### src/rtl/xlat_cache.sv
module xlat_cache #(
  parameter int VA_W  = 14,
  parameter int PA_W  = 12,
  parameter int OFF_W = 6,
  parameter int SETS  = 4,
  parameter int WAYS  = 4
) (
  input  logic                  clk,
  input  logic                  rst_n,
  input  logic [VA_W-1:0]       lk_va,
  output logic                  lk_hit,
  output logic                  lk_multi,
  output logic [PA_W-OFF_W-1:0] lk_ppn,
  output logic [PA_W-1:0]       lk_pa,
  input  logic                  fill_en,
  input  logic [$clog2(SETS)-1:0] fill_set,
  input  logic [VA_W-OFF_W-$clog2(SETS)-1:0] fill_tag,
  input  logic [PA_W-OFF_W-1:0] fill_ppn,
  input  logic                  flush
);
  localparam int VPN_W = VA_W - OFF_W;
  localparam int PPN_W = PA_W - OFF_W;
  localparam int IDX_W = $clog2(SETS);
  localparam int TAG_W = VPN_W - IDX_W;
  localparam int WAY_W = $clog2(WAYS);

  logic             vld   [SETS][WAYS];
  logic [TAG_W-1:0] tag_q [SETS][WAYS];
  logic [PPN_W-1:0] ppn_q [SETS][WAYS];
  logic [WAY_W-1:0] rr_q  [SETS];

  wire [IDX_W-1:0] lk_set = lk_va[OFF_W +: IDX_W];
  wire [TAG_W-1:0] lk_tag = lk_va[OFF_W+IDX_W +: TAG_W];

  logic [WAYS-1:0]  match;
  logic [PPN_W-1:0] sel_ppn;

  always_comb begin
    sel_ppn = '0;
    for (int w = WAYS-1; w >= 0; w--) begin
      match[w] = vld[lk_set][w] && (tag_q[lk_set][w] == lk_tag);
      if (match[w]) sel_ppn = ppn_q[lk_set][w];
    end
  end

  assign lk_hit   = (|match) && !flush;
  assign lk_multi = ($countones(match) > 1) && !flush;
  assign lk_ppn   = lk_hit ? sel_ppn : '0;
  assign lk_pa    = {lk_ppn, lk_va[OFF_W-1:0]};

  logic [WAY_W-1:0] victim;
  logic             set_full;

  always_comb begin
    set_full = 1'b1;
    victim   = rr_q[fill_set];
    for (int w = 0; w < WAYS; w++) begin
      if (set_full && !vld[fill_set][w]) begin
        victim   = WAY_W'(w);
        set_full = 1'b0;
      end
    end
  end

  wire do_fill = fill_en && !flush;

  always_ff @(posedge clk) begin
    if (!rst_n) begin
      for (int s = 0; s < SETS; s++) begin
        rr_q[s] <= '0;
        for (int w = 0; w < WAYS; w++) vld[s][w] <= 1'b0;
      end
    end else if (flush) begin
      for (int s = 0; s < SETS; s++)
        for (int w = 0; w < WAYS; w++) vld[s][w] <= 1'b0;
    end else if (do_fill) begin
      vld[fill_set][victim] <= 1'b1;
      if (set_full) rr_q[fill_set] <= rr_q[fill_set] + 1'b1;
    end
  end

  always_ff @(posedge clk) begin
    if (do_fill) begin
      tag_q[fill_set][victim] <= fill_tag;
      ppn_q[fill_set][victim] <= fill_ppn;
    end
  end

  a_r5_multi_is_hit: assert property (@(posedge clk) disable iff (!rst_n)
    lk_multi |-> lk_hit);

  a_r8_flush_empties: assert property (@(posedge clk) disable iff (!rst_n)
    flush |=> !lk_hit);

  for (genvar s = 0; s < SETS; s++) begin : g_chk_set
    a_r7_rr_holds: assert property (@(posedge clk) disable iff (!rst_n)
      !(do_fill && set_full && fill_set == s) |=> $stable(rr_q[s]));
    for (genvar w = 0; w < WAYS; w++) begin : g_chk_way
      a_r6_fill_lands: assert property (@(posedge clk) disable iff (!rst_n)
        (do_fill && fill_set == s && victim == w) |=> vld[s][w]);
    end
  end
endmodule

### config.mk
export PLATFORM = sky130hd
export DESIGN_NAME = xlat_cache
export DESIGN_NICKNAME = d
export VERILOG_FILES = /design/src/rtl/xlat_cache.sv
export SDC_FILE = /design/constraint.sdc
export NUM_CORES = 1
export LEC_CHECK = 0
export ABC_AREA = 1
export BUFFER_PORTS_ARGS = -buffer_cell sky130_fd_sc_hd__buf_2
export CAP_MARGIN = 20
export CORE_MARGIN = 5
export CORE_UTILIZATION = 66
export CTS_CLUSTER_SIZE = 25
export DETAILED_ROUTE_END_ITERATION = 8
export PLACE_DENSITY = 0.94
export REMOVE_ABC_BUFFERS = 1
export SLEW_MARGIN = 20
export SYNTH_ARGS = -nofsm -noshare
export SYNTH_HDL_FRONTEND = slang
export SYNTH_SLANG_ARGS = --single-unit
### constraint.sdc
create_clock -name clk -period 4.5 [get_ports clk]
set_input_delay 0.225 -clock clk [delete_from_list [all_inputs] [get_ports clk]]
set_output_delay 0.225 -clock clk [all_outputs]
set_load 0.005 [all_outputs]
==> summary.txt <==
Status
  – Status: complete, no violations

Drt
  – Drt total wl: 23,100 um
  – Vias: 7,100
  – Detailed router's first-iteration violation count: 1,013
  – DRC viols: 0
  – DRT antenna net count: 0
  – 1st-pass router iterations: 6
  – Drt via density: 6.40
  – DR WL/cell: 20.8 um

Yosys
  – Synth Flop Type: edfxtp_1
  – Area share of the largest cell type after synthesis: 0.626
  – Avg Inst Size Synth: 10.9 sq um
  – Synth top area cells: edfxtp_1 63%, nand2_1 10%, nand3_1 5.1%, dfxtp_1 3.3%, nor2_1 2.3%
  – Post-synth ARST share: 0
  – Cell Area, Synth: 0.00959 sq mm
  – Synth cell types: 32
  – Cell taking the most area after synthesis: edfxtp_1
  – Number of synthesized register bits: 216
  – Number of synthesized flops with an enable pin: 200
  – Sequential area share after synthesis: 0.660
  – Ys Warns: 0
  – Mapped Cells: 878

Pwr
  – Peak VDD IR: 332 uV
  – Cell Pwr Density: 402 mW/mm^2
  – Leakage: 3.97 nW

Die
  – I/O Pins: 52
  – FP Rows: 44
  – Die area: 0.0170 sq mm
  – Initial core utilization: 0.667
  – Core footprint: 0.0144 sq mm
  – Die Ht: 131 um
  – DIE WIDTH: 131 um

Placement
  – Port bufs: 39
  – Detailed Place HPWL: 14,300 um
  – RePlAce Congestion: 0.930
  – Number of cells after detailed placement: 1,071

Worst setup path
  – Critical path origin: lk_va[6]
  – Nature of the critical path endpoint: primary output
  – Reg-to-reg setup timing slack: 1640 ps
  – Crit path max fanout: 104
  – Worst EP required: 4280 ps
  – Worst R2R End: ppn_q[1][13]$_DFFE_PP_
  – CP Launch Type: input port
  – Critical path type: in -> out
  – Critical R2R Launch: vld[2][3]$_DFF_P_
  – Worst Path Arrival: 3280 ps
  – Worst setup path endpoint: lk_multi
  – Worst r2r path cells: 8

STA
  – TNS Setup: 0 ps
  – RSZ-0062 raised after global routing: no
  – Endpoints failing setup: 0
  – Slew HR: 0.472
  – Final Hold Vio Count: 0
  – Final min period: 3500 ps
  – Max-slew violations: 0
  – Layout Skew: 9.07 ps
  – Worst-Margin Slew: 789 ps
  – Period utilization: 0.779
  – Max Freq: 0.285 GHz

Global route
  – Initial antenna violation count: 0
  – Vias in the first global route: 6,904
  – Largest net degree at the start of global routing: 105
  – All-Layer GR Usage: 0.278
  – Grt ovf: 0
  – First-pass GRT wire length: 36,400 um

CTS
  – PostCTS Resize Cnt: 0
  – TritonCTS clock tree: yes
  – CTS HTree Levels: 1
  – Setup bufs post-CTS: 0
  – CTS buffer count: 22
  – Clock Latency Late Sink: 500 ps
  – CTS sink count: 216
  – CTS max path bufs: 3
  – Post-CTS Hold Fix Bufs: 0
  – CTS root buf: clkbuf_16
  – CTS clock-pin slew for the worst setup and hold paths: 60 ps

Layout
  – Area Growth Syn to Fin: 9.63%
  – Non-filler cells in the finished layout: 1,110
  – Fillers: 895
  – Sequential cell area: 0.00633 sq mm
  – Fraction of layout cells with a size suffix above 1: 0.134
  – ANT cells: 0
  – # nets final: 945
  – Multi-input logic area: 0.00276 sq mm

Min path
  – Hold Crit Depth: 3
  – Hold crit path type: in -> reg

Job
  – Maximum capacitance violations: 0
==> flip-flops by register name, indices dropped and copies added (netlist names) <==
register,cells
ppn_q,96
tag_q,96
vld,16
rr_q,8
==> worst max-delay path: stages <==
cell and delay (ps):
buf_4 230, inv_6 570, nand2_1 100, nand2_1 90, nand2_1 40, o21ai_1 170, o21ai_1 130, nor2_2 410
nand3_4 190, ha_1 320, ha_1 280, nand3_1 80, a21oi_1 230, buf_2 140
==> Yosys cell counts, types with 8 or more instances <==
cell type,count
clkbuf_1,9
nand2_1,259
buf_2,12
edfxtp_1,200
dfxtp_1,16
inv_1,35
buf_6,10
o22ai_1,9
nand4_1,28
a21oi_1,32
nor2_1,58
buf_4,18
o21ai_0,23
nor2_2,8
xor2_1,8
nand3_1,97
a32o_1,12
==> power by group <==
group	switching [mW]	internal (mW)	leakage [nW]
Combinational	0.209	0.0703	1.69
Clock	0.730	1.01	0.343
Sequential	0.00409	2.20	1.94
Total	0.944	3.28	3.97
==> layout make-up <==
type                    instances  share of cell area
flip-flops and latches        216               0.602
multi-input cells             571               0.262
repair buffers                 60              0.0338
clock buffers                  29              0.0578
well taps                     184              0.0219
clock inverters                10             0.00750
inverters                      40              0.0148
==> logic make-up after synthesis <==
group / count (synthesis) / share of synthesized area
xor gates and xnor gates: 8 / 0.00731
adders and majority gates: 2 / 0.00261
and+or+nand+nor: 463 / 0.213
buffers and inverters: 91 / 0.0526
AOI/OAI and AO/OA: 98 / 0.0650
DFF: 216 / 0.660
==> how the worst min path moves through the flow <==
stage	startpoint	end	slack, ps
6_report	rst_n	vld[2][2]$_DFF_P_	110
5_1_grt	fill_tag[2]	tag_q[2][8]$_DFFE_PP_	100
4_1_cts	fill_tag[2]	tag_q[2][8]$_DFFE_PP_	100
3_5_place_dp	vld[1][2]$_DFF_P_	vld[1][2]$_DFF_P_	440
3_3_place_gp	vld[0][0]$_DFF_P_	vld[0][0]$_DFF_P_	440
2_1_floorplan	fill_ppn[0]	ppn_q[0][0]$_DFFE_PP_	320
==> per-layer routing <==
layer / vias to the layer above / track usage / share of wire
li1: 3135 / - / -
met1: 3402 / 0.357 / 0.36
met2: 474 / 0.493 / 0.51
met3: 89 / 0.0390 / 0.10
met4: 0 / 0.0913 / 0.033
met5: - / 0 / 0
==> placed cells by master (no fill, tap or decap), types with 2 or more instances in the layout <==
cell       netlist  layout
nand2_1        259     259
edfxtp_1       200     200
nand3_1         97      97
nor2_1          58      58
buf_2           12      38
inv_1           35      35
a21oi_1         32      32
nand4_1         28      28
o21ai_0         23      23
clkbuf_16        0      23
buf_4           18      22
dfxtp_1         16      16
a32o_1          12      12
o22ai_1          9       9
xor2_1           8       8
nor2_2           8       8
o21ai_1          7       7
a22oi_1          7       7
a21oi_2          6       6
clkinv_2         0       6
clkbuf_1         9       5
inv_2            4       4
nor2_4           3       3
nand2_2          3       3
nand3_4          2       2
nor3_4           2       2
nor3_1           2       2
ha_1             2       2
clkinv_1         0       2
==> stage by stage <==
step | hold WS (ps) | setup slack [ps] | cell area, sq um | power (mW) | util
after floorplan | 324 | 2010 | 9240 | 2.40 | -
after global placement | 440 | 1310 | 9830 | 2.50 | 0.684
after detailed placement | 440 | 1200 | 9830 | 2.52 | 0.684
after CTS | 98.4 | 1120 | 10500 | 4.23 | 0.732
after global routing | 104 | 786 | 10500 | 4.36 | 0.732
final | 110 | 995 | 10500 | 4.23 | 0.732
Note: power is estimated with default switching activity, not from simulation.
